==> src/rtl/cp_store_pkg.sv <==
package cp_store_pkg;
  localparam int FMT_W  = 3;
  localparam int SIZE_W = 4;
  localparam int REG_W  = 3;

  typedef enum logic [2:0] {
    P_NONE    = 3'd0,
    P_NULL    = 3'd1,
    P_XREG    = 3'd2,
    P_EADATA  = 3'd3,
    P_TAKEEXC = 3'd4
  } prim_e;

  typedef enum logic [2:0] {
    S_IDLE  = 3'd0,
    S_FIRST = 3'd1,
    S_WAIT  = 3'd2,
    S_XFER  = 3'd3,
    S_TERM  = 3'd4
  } seq_state_e;

  localparam logic [FMT_W-1:0] FMT_PKD_STATIC  = 3'd3;
  localparam logic [FMT_W-1:0] FMT_PKD_DYNAMIC = 3'd7;

  function automatic logic [SIZE_W-1:0] fmt_size(logic [FMT_W-1:0] fmt);
    case (fmt)
      3'd6:          fmt_size = 4'd1;
      3'd4:          fmt_size = 4'd2;
      3'd0, 3'd1:    fmt_size = 4'd4;
      3'd5:          fmt_size = 4'd8;
      default:       fmt_size = 4'd12;
    endcase
  endfunction
endpackage

==> src/rtl/cp_cmd_latch.sv <==
module cp_cmd_latch
  import cp_store_pkg::*;
#(
  parameter int EXT_W = 7,
  parameter int EN_W  = 8
) (
  input  logic                   clk_i,
  input  logic                   rst_ni,
  input  logic                   accept_i,
  input  logic [FMT_W-1:0]       fmt_i,
  input  logic [EXT_W-1:0]       ext_i,
  input  logic [EN_W-1:0]        en_i,
  output logic [FMT_W-1:0]       fmt_o,
  output logic [EXT_W-1:0]       kfactor_o,
  output logic [REG_W-1:0]       kreg_o,
  output logic                   dyn_o,
  output logic                   pc_req_o,
  output logic [SIZE_W-1:0]      size_o
);
  localparam int REG_LSB = EXT_W - REG_W;

  logic [FMT_W-1:0]  fmt_q;
  logic [EXT_W-1:0]  kfac_q;
  logic [REG_W-1:0]  kreg_q;
  logic              pc_q;

  always_ff @(posedge clk_i or negedge rst_ni) begin
    if (!rst_ni) begin
      fmt_q  <= '0;
      kfac_q <= '0;
      kreg_q <= '0;
      pc_q   <= 1'b0;
    end else if (accept_i) begin
      fmt_q  <= fmt_i;
      // static k only meaningful for packed-static; other formats ignore ext
      kfac_q <= (fmt_i == FMT_PKD_STATIC) ? ext_i : '0;
      // dynamic: upper bits name host register, low bits ignored
      kreg_q <= (fmt_i == FMT_PKD_DYNAMIC) ? ext_i[EXT_W-1:REG_LSB] : '0;
      pc_q   <= |en_i;
    end
  end

  assign fmt_o     = fmt_q;
  assign kfactor_o = kfac_q;
  assign kreg_o    = kreg_q;
  assign dyn_o     = (fmt_q == FMT_PKD_DYNAMIC);
  assign pc_req_o  = pc_q;
  assign size_o    = fmt_size(fmt_q);

  a_r11_capture_hold: assert property (@(posedge clk_i) disable iff (!rst_ni)
    !accept_i |=> ($stable(fmt_q) && $stable(kfac_q) && $stable(kreg_q)));
  a_r10_kfac_only_static: assert property (@(posedge clk_i) disable iff (!rst_ni)
    (kfac_q != '0) |-> (fmt_q == FMT_PKD_STATIC));
endmodule

==> src/rtl/cp_resp_fsm.sv <==
module cp_resp_fsm
  import cp_store_pkg::*;
(
  input  logic       clk_i,
  input  logic       rst_ni,
  input  logic       cmd_valid_i,
  input  logic       rd_i,
  input  logic       busy_i,
  input  logic       exc_i,
  output logic       accept_o,
  output seq_state_e state_o,
  output logic       exc_o
);
  seq_state_e state_q, state_d;
  logic       exc_q;

  assign accept_o = cmd_valid_i && (state_q == S_IDLE);

  always_comb begin
    state_d = state_q;
    case (state_q)
      S_IDLE:  if (cmd_valid_i) state_d = S_FIRST;
      S_FIRST: if (rd_i) state_d = S_WAIT;
      S_WAIT:  if (rd_i && !busy_i) state_d = S_XFER;
      S_XFER:  if (rd_i) state_d = S_TERM;
      S_TERM:  if (rd_i) state_d = S_IDLE;
      default: state_d = S_IDLE;
    endcase
  end

  always_ff @(posedge clk_i or negedge rst_ni) begin
    if (!rst_ni) begin
      state_q <= S_IDLE;
      exc_q   <= 1'b0;
    end else begin
      state_q <= state_d;
      if (accept_o) exc_q <= 1'b0;
      else if (state_q == S_WAIT && rd_i && !busy_i) exc_q <= exc_i;
    end
  end

  assign state_o = state_q;
  assign exc_o   = exc_q;

  a_r6_wait_repeats: assert property (@(posedge clk_i) disable iff (!rst_ni)
    (state_q == S_WAIT && rd_i && busy_i) |=> (state_q == S_WAIT));
  a_r9_hold_no_read: assert property (@(posedge clk_i) disable iff (!rst_ni)
    (state_q != S_IDLE && !rd_i) |=> $stable(state_q));
  a_r9_term_to_idle: assert property (@(posedge clk_i) disable iff (!rst_ni)
    (state_q == S_TERM && rd_i) |=> (state_q == S_IDLE));
  a_r2_accept_starts: assert property (@(posedge clk_i) disable iff (!rst_ni)
    (state_q == S_IDLE && cmd_valid_i) |=> (state_q == S_FIRST));
endmodule

==> src/rtl/cp_resp_encode.sv <==
module cp_resp_encode
  import cp_store_pkg::*;
(
  input  seq_state_e        state_i,
  input  logic              dyn_i,
  input  logic              pc_req_i,
  input  logic              exc_i,
  input  logic [SIZE_W-1:0] size_i,
  input  logic [REG_W-1:0]  kreg_i,
  output logic              valid_o,
  output prim_e             prim_o,
  output logic              ca_o,
  output logic              pc_o,
  output logic              ia_o,
  output logic [SIZE_W-1:0] size_o,
  output logic [REG_W-1:0]  reg_o
);
  always_comb begin
    valid_o = 1'b1;
    prim_o  = P_NULL;
    ca_o    = 1'b1;
    pc_o    = 1'b0;
    ia_o    = 1'b0;
    size_o  = '0;
    reg_o   = '0;
    case (state_i)
      S_FIRST: begin
        prim_o = dyn_i ? P_XREG : P_NULL;
        pc_o   = pc_req_i;
        reg_o  = dyn_i ? kreg_i : '0;
      end
      S_WAIT:  ia_o = 1'b1;
      S_XFER: begin
        prim_o = P_EADATA;
        size_o = size_i;
      end
      S_TERM: begin
        prim_o = exc_i ? P_TAKEEXC : P_NULL;
        ca_o   = 1'b0;
      end
      default: begin
        valid_o = 1'b0;
        prim_o  = P_NONE;
        ca_o    = 1'b0;
      end
    endcase
  end
endmodule

==> src/rtl/cp_store_resp_seq.sv <==
module cp_store_resp_seq
  import cp_store_pkg::*;
#(
  parameter int EXT_W = 7,
  parameter int EN_W  = 8
) (
  input  logic              clk_i,
  input  logic              rst_ni,
  input  logic              cmd_valid_i,
  input  logic [2:0]        cmd_fmt_i,
  input  logic [EXT_W-1:0]  cmd_ext_i,
  input  logic [EN_W-1:0]   exc_en_i,
  output logic              cmd_ready_o,
  input  logic              conv_busy_i,
  input  logic              conv_exc_i,
  input  logic              resp_rd_i,
  output logic              resp_valid_o,
  output logic [2:0]        resp_prim_o,
  output logic              resp_ca_o,
  output logic              resp_pc_o,
  output logic              resp_ia_o,
  output logic [3:0]        resp_size_o,
  output logic [2:0]        resp_reg_o,
  output logic [2:0]        op_fmt_o,
  output logic [EXT_W-1:0]  kfactor_o
);
  logic              accept;
  seq_state_e        state;
  logic              exc_q;
  logic              dyn, pc_req;
  logic [SIZE_W-1:0] size;
  logic [REG_W-1:0]  kreg;
  prim_e             prim;
  logic              rd_eff;

  assign rd_eff = resp_rd_i && resp_valid_o;

  cp_resp_fsm u_fsm (
    .clk_i       (clk_i),
    .rst_ni      (rst_ni),
    .cmd_valid_i (cmd_valid_i),
    .rd_i        (rd_eff),
    .busy_i      (conv_busy_i),
    .exc_i       (conv_exc_i),
    .accept_o    (accept),
    .state_o     (state),
    .exc_o       (exc_q)
  );

  cp_cmd_latch #(.EXT_W(EXT_W), .EN_W(EN_W)) u_latch (
    .clk_i     (clk_i),
    .rst_ni    (rst_ni),
    .accept_i  (accept),
    .fmt_i     (cmd_fmt_i),
    .ext_i     (cmd_ext_i),
    .en_i      (exc_en_i),
    .fmt_o     (op_fmt_o),
    .kfactor_o (kfactor_o),
    .kreg_o    (kreg),
    .dyn_o     (dyn),
    .pc_req_o  (pc_req),
    .size_o    (size)
  );

  cp_resp_encode u_enc (
    .state_i  (state),
    .dyn_i    (dyn),
    .pc_req_i (pc_req),
    .exc_i    (exc_q),
    .size_i   (size),
    .kreg_i   (kreg),
    .valid_o  (resp_valid_o),
    .prim_o   (prim),
    .ca_o     (resp_ca_o),
    .pc_o     (resp_pc_o),
    .ia_o     (resp_ia_o),
    .size_o   (resp_size_o),
    .reg_o    (resp_reg_o)
  );

  assign resp_prim_o = prim;
  assign cmd_ready_o = (state == S_IDLE);

  a_r2_ready_only_idle: assert property (@(posedge clk_i) disable iff (!rst_ni)
    cmd_ready_o |-> !resp_valid_o);
  a_r5_pc_with_ca: assert property (@(posedge clk_i) disable iff (!rst_ni)
    resp_pc_o |-> (resp_ca_o && !resp_ia_o && resp_size_o == '0));
  a_r7_size_in_xfer: assert property (@(posedge clk_i) disable iff (!rst_ni)
    (resp_size_o != '0) |-> (resp_prim_o == 3'd3 && resp_ca_o));
  a_r8_exc_ends: assert property (@(posedge clk_i) disable iff (!rst_ni)
    (resp_prim_o == 3'd4 && resp_rd_i) |=> cmd_ready_o);
  a_r3_first_after_accept: assert property (@(posedge clk_i) disable iff (!rst_ni)
    (cmd_ready_o && cmd_valid_i) |=> (resp_valid_o && resp_ca_o && !resp_ia_o));
endmodule

==> config.mk <==
export PLATFORM = sky130hd
export DESIGN_NAME = cp_store_resp_seq
export DESIGN_NICKNAME = d
export VERILOG_FILES = /design/src/rtl/cp_store_pkg.sv /design/src/rtl/cp_cmd_latch.sv /design/src/rtl/cp_resp_fsm.sv /design/src/rtl/cp_resp_encode.sv /design/src/rtl/cp_store_resp_seq.sv
export SDC_FILE = /design/constraint.sdc
export NUM_CORES = 1
export LEC_CHECK = 0
export BUFFER_PORTS_ARGS = -buffer_cell sky130_fd_sc_hd__buf_2
export CAP_MARGIN = 20
export CORE_MARGIN = 3
export CORE_UTILIZATION = 35
export CTS_CLUSTER_DIAMETER = 200
export DETAILED_ROUTE_END_ITERATION = 8
export MAX_ROUTING_LAYER = met4
export RECOVER_POWER = 50
export SYNTH_ARGS = -nofsm -noshare
export SYNTH_HDL_FRONTEND = slang
export SYNTH_SLANG_ARGS = --single-unit
export TNS_END_PERCENT = 10
==> constraint.sdc <==
create_clock -name clk_i -period 5 [get_ports clk_i]
set_clock_uncertainty 0.1 [all_clocks]
set_input_delay 0 -clock clk_i [delete_from_list [all_inputs] [get_ports clk_i]]
set_output_delay 0 -clock clk_i [all_outputs]
set_load 0.03 [all_outputs]
# --- After elaboration in Yosys (flattened, before gate mapping) ---
# Index checks and enable logic that the tools add are counted.
op_classes:
  mux: 21
  order_cmp: 0
  n_div: 0
  bitwise: 0
  reduce_logical: 14
  mul: 0
  n_addsub: 0
  n_eq_ne: 16
  shift: 0
ops:
  columns: ["operator", "count"]
  rows:
  - ["3-bit 2-to-1 mux", 9]
  - ["3-bit equality test, second input constant", 6]
  - ["4-bit one-hot mux with 4 select lines", 1]
  - ["3-bit one-hot mux with 5 select lines", 1]
  - ["3-bit one-hot mux with 4 select lines", 1]
  - ["2-bit != test, second input constant", 5]
  - ["3-bit by 2-bit equality test with 1-bit output, second input constant", 3]
  - ["8-bit OR reduction", 1]
  - ["7-bit 2-to-1 mux", 1]
  - ["3-bit by 1-bit equality test with 1-bit output, second input constant", 2]
  - ["3-bit logical NOT", 2]
  - ["1-bit 2-to-1 mux", 6]
  - ["1-bit logical AND", 5]
  - ["5-bit AND reduction", 1]
  - ["4-bit 2-to-1 mux", 1]
  - ["4-bit OR reduction", 1]
  - ["3-bit OR reduction", 1]
  - ["2-bit 2-to-1 mux", 1]
  - ["2-bit nonzero test", 1]
  - ["2-bit OR reduction", 1]
  - ["1-bit logical NOT", 1]
totals:
  romBits: 0
  in_bits: 24
  n_memories: 0
  ff_bits: 18
  latch_bits: 0
  mem_bits_rw: 0
  elab_cells: 57

# --- Longest topological paths before layout ---
logic_depth:
  depth_word: 8
  mapped_depth: 6
  depth_no_buf: 3

# --- Cells and area by module ---
# Synthesis repeated with hierarchy kept, for this count alone.
hier_totals:
  cells_unflattened: 107
  area_unflattened_um2: 1013.5
modules_own_cells:
  columns: ["mod", "n_inst", "cells_per_inst", "seq_area_each_um2", "area_each_um2"]
  rows:
  - ["cp_cmd_latch", 1, 63, 350.3, 640.6]
  - ["cp_resp_fsm", 1, 19, 100.1, 211.5]
  - ["cp_resp_encode", 1, 23, 0.0, 145.1]
  - ["cp_store_resp_seq", 1, 2, 0.0, 16.3]

# --- Least setup slack after synthesis ---
# No wires, ideal clock.
synth_path:
  path_kind: "flip-flop to output port"
  startpoint: "reg u_fsm.state_q[2], in the netlist u_fsm.state_o[2]"
  endpoint: "out resp_size_o[1]"
  required_time_ps: 4900
  n_path_buf: 0
  arrival_ps: 1910
  path_stages_with_launch: 4
  slack_ps: 2990
  cell_sequence: "dfrtp_1 > nand2b_1 > or2_2 > nor4b_1"
synth_via:
  elab_chain_cells: 2
synth_lines:
  columns: ["element", "line", "rtl"]
  rows:
  - ["from (decl)", "cp_resp_fsm.sv:14", "seq_state_e state_q, state_d;"]
  - ["from (signal assigned)", "cp_resp_fsm.sv:36", "state_q <= state_d;"]
  - ["3-bit by 2-bit equality test with 1-bit output", "cp_resp_encode.sv:26", "case (state_i)"]
  - ["4-bit 2-to-1 mux", "cp_resp_encode.sv:26", null]
  - ["to (decl)", "cp_store_resp_seq.sv:22", "output logic [3:0] resp_size_o,"]
# Every way passes these cells.

# --- Worst setup path in the final report ---
layout_path:
  startpoint: "reg u_fsm.state_q[2], in the netlist u_fsm.state_o[2]"
  endpoint: "reg u_latch.pc_q, in the netlist u_latch.pc_req_o"
layout_via:
  elab_chain_cells: 2
layout_lines:
  columns: ["element", "line", "rtl"]
  rows:
  - ["3-bit logical NOT", "cp_resp_fsm.sv:17", "assign accept_o = cmd_valid_i && (state_q == S_IDLE);"]
  - ["1-bit logical AND", "cp_resp_fsm.sv:17", null]
  - ["to (signal assigned)", "cp_cmd_latch.sv:39", "pc_q <= |en_i;"]
  - ["to (decl)", "cp_cmd_latch.sv:25", "logic pc_q;"]
# Every way passes these cells.
# A chain may end at the register's enable or synchronous reset.

==> results.json <==
{
  "synth_seq_area_share_pct": 45.1,
  "dr_total_vias": 979,
  "nets": 195,
  "place_inst": 175,
  "slew_violations": 0,
  "achievable-frequency_ghz": 0.442,
  "timing.hold.ws_ns": 0.0695,
  "post-route-drc-count": 0,
  "mappedNetlistNets": 128,
  "critical_path.startpoint_type": "flip-flop",
  "synth-seq-cells": 18,
  "hp-class": "in -> reg",
  "fp.dieArea_um2": 3530,
  "synthesized_area_fraction_occupied_by_ao_oa_aoi_and_oai_cells_pct": 13.7,
  "post_layout_nonfiller_instances": 200,
  "total_congestion_overflow_after_global_routing": 0,
  "floorplan.rows": 18,
  "cts_num_sinks": 18,
  "ys_dominant_reg_cell": "sky130_fd_sc_hd__dfrtp_1",
  "synth.area.mux_share_pct": 6.52,
  "timing_hold_violations_final": 0,
  "run_status": "finished clean",
  "dpl.hpwl_um": 1690,
  "grt_antenna_before_repair": 0,
  "timing_worst_slew_pin_value_ns": 1.01,
  "synth_edf_count": 0,
  "cellPowerDensity_nw_per_um2": 542,
  "postSynthAreaPerCell_um2": 9.60,
  "crit_type": "reg -> reg",
  "globalRouteTotalUtil_pct": 15.2,
  "final_core_utilization_pct": 56.1,
  "synth_top_cell_area_share_pct": 45.1,
  "synth_cell_type_count": 34,
  "drt_first_pass_iters": 4,
  "detailroute.wirelength.met3_um": 192,
  "timing.max_slew.rel_slack_pct": 32.7,
  "synth.most_common_cell": "sky130_fd_sc_hd__nand2_1",
  "postSynth.asyncResetShare_pct": 100,
  "yosys.area_share.adder_pct": 0,
  "detail_routed_via_count_per_cell": 4.90,
  "synth_largest_area_cell": "sky130_fd_sc_hd__dfrtp_1",
  "drtAntennaViolNets": 0,
  "clkTransAtPathRegs_ns": 0.10,
  "drt_wl_total_um": 2430,
  "synth_top_family_by_area": "simple AND/OR/NAND/NOR gates",
  "clock-root-buffer": "sky130_fd_sc_hd__clkbuf_4",
  "io_buffer_count": 48,
  "tritoncts.num_buffers": 3,
  "gp_routability_congestion": 0.823,
  "wl_met2_um": 1130,
  "finalCritPeriodShare_pct": 45.2,
  "ctsLongestPathBuffers": 2,
  "area_growth_syn_to_layout_pct": 45.5,
  "cts_resized": 0,
  "die_height_um": 59.4,
  "fp.coreArea_um2": 2590,
  "synth_common_cells": "sky130_fd_sc_hd__nand2_1 (21), sky130_fd_sc_hd__dfrtp_1 (18), sky130_fd_sc_hd__o21ai_2 (8), sky130_fd_sc_hd__nor2_1 (6)",
  "number_of_global_route_vias_before_repair": 887,
  "n_antenna_cell": 0,
  "fin_total_pwr_uw": 787,
  "finalSetupViolations": 0,
  "max-cap-violations": 0,
  "highest_layer": "met4",
  "fin_tns_setup_ns": 0,
  "worst-endpoint-required_ns": 5.14,
  "routed_wire_length_per_instance_um": 12.2,
  "yosys-top-cells-area": "sky130_fd_sc_hd__dfrtp_1 (45%), sky130_fd_sc_hd__nand2_1 (7.9%), sky130_fd_sc_hd__o21ai_2 (7.0%)",
  "grt_start_max_net_pins": 26,
  "initialDrtViolationCount": 17,
  "arrival_ns": 2.41,
  "cts-htree-levels": 1,
  "filler_cell_count": 256,
  "synthSimpleGateAreaFrac_pct": 26.9,
  "critPathCaptureType": "flip-flop",
  "floorplan.io_pins": 49,
  "vdd_drop_max_mv": 0.541,
  "synth_area_um2": 998,
  "tritoncts": "built",
  "initial_utilization_pct": 38.6,
  "rsz_0062_raised_after_global_routing": "no",
  "xor_and_xnor_area_share_after_synthesis_pct": 1.75,
  "drive_gt1_share_pct": 31.8,
  "worst-path-max-fanout": 25,
  "fp.dieW_um": 59.4,
  "synth_cells": 104,
  "wire_length_of_the_first_global_routing_pass_um": 3890,
  "route.layer.met1.wl_um": 1090,
  "post-route-min-period_ns": 2.26,
  "synth_warnings": 0,
  "clkLatencyLatePin_ns": 0.29,
  "power.leakage_nw": 0.688
}
-- power breakdown --
part | total (mW) | leakage (nW) | internal (mW) | switching (mW)
registers | 0.266 | 0.235 | 0.196 | 0.0697
clock network | 0.0903 | 0.0210 | 0.0444 | 0.0459
logic | 0.431 | 0.433 | 0.154 | 0.277
total | 0.787 | 0.688 | 0.395 | 0.392
-- metrics by stage --
stage	setup WS (ns)	instance area, um2
after floorplan	2.99	998
after global placement	3.18	1220
after detailed placement	3.17	1220
after CTS	2.74	1470
after global routing	2.64	1450
final	2.74	1450
-- timing repair --
| item | in CTS | in global routing |
|---|---|---|
| endpoints found under the hold margin | 36 | 0 |
| buffers inserted | 0 | 0 |
| hold buffers | 21 | 0 |
-- kinds of logic after synthesis --
family,after synthesis
and+or+nand+nor,52
AOI/OAI and AO/OA,19
DFF,18
buffers and inverters,8
muxes,5
xor gates and xnor gates,2
-- path summary, 6_finish.rpt --
path / cells after the start / end / from / slack (ns)
min reg2reg: 1 / u_latch.pc_req_o / u_latch.pc_req_o / 0.38
max: 4 / u_latch.pc_req_o / u_fsm.state_o[2] / 2.74
min: 4 / u_fsm.state_o[0] / conv_busy_i / 0.07
min in group asynchronous: 2 / u_latch.kfactor_o[0] / rst_ni / 0.29
max in group asynchronous: 2 / u_latch.kreg_o[1] / rst_ni / 3.91
max reg2reg: 4 / u_latch.pc_req_o / u_fsm.state_o[2] / 2.74
-- area by class of cell --
| type | count | area (um2) | share of cell area (%) |
|---|---|---|---|
| multi-input cells | 78 | 488 | 33.6 |
| inverters | 1 | 3.75 | 0.258 |
| flip-flops and latches | 18 | 450 | 31.0 |
| well taps | 30 | 37.5 | 2.58 |
| repair buffers | 69 | 437 | 30.1 |
| clock buffers | 4 | 36.3 | 2.50 |
-- state kept, by name, summed over array words and instances, names as in the netlist --
register,cells
u_latch.kfactor_o,7
u_fsm.state_o,3
u_latch.fmt_o,3
u_latch.kreg_o,3
u_fsm.exc_o,1
u_latch.pc_req_o,1
-- layout by cell type, fill, tap and decap left out, drive strengths merged --
master and instances:
a211oi 1, a21o 1, a21oi 4, and2 3
and3 1, and3b 1, buf 37, clkbuf 15
dfrtp 18, dlygate4sd3 21, inv 1, mux2 3
mux2i 2, nand2 21, nand2b 1, nand3 1
nand4 4, nand4b 1, nor2 6, nor2b 2
nor3 4, nor3b 2, nor4 2, nor4b 1
o211ai 1, o21ai 10, o22ai 1, o31ai 1
or2 1, or4b 1, xnor2 2
-- metal layers --
layer | GRT usage, % | up-vias
li1 | - | 499
met3 | 4.58 | 4
met2 | 25.1 | 34
met4 | 3.88 | 0
met1 | 17.9 | 442
met5 | - | -
-- critical path: stages (launching register included) --
cell,delay (ns)
sky130_fd_sc_hd__dfrtp_1,0.52
sky130_fd_sc_hd__or4b_4,0.77
sky130_fd_sc_hd__a21oi_1,0.18
sky130_fd_sc_hd__dlygate4sd3_1,0.57
sky130_fd_sc_hd__a21o_1,0.08
(Power assumes the default switching activity.)
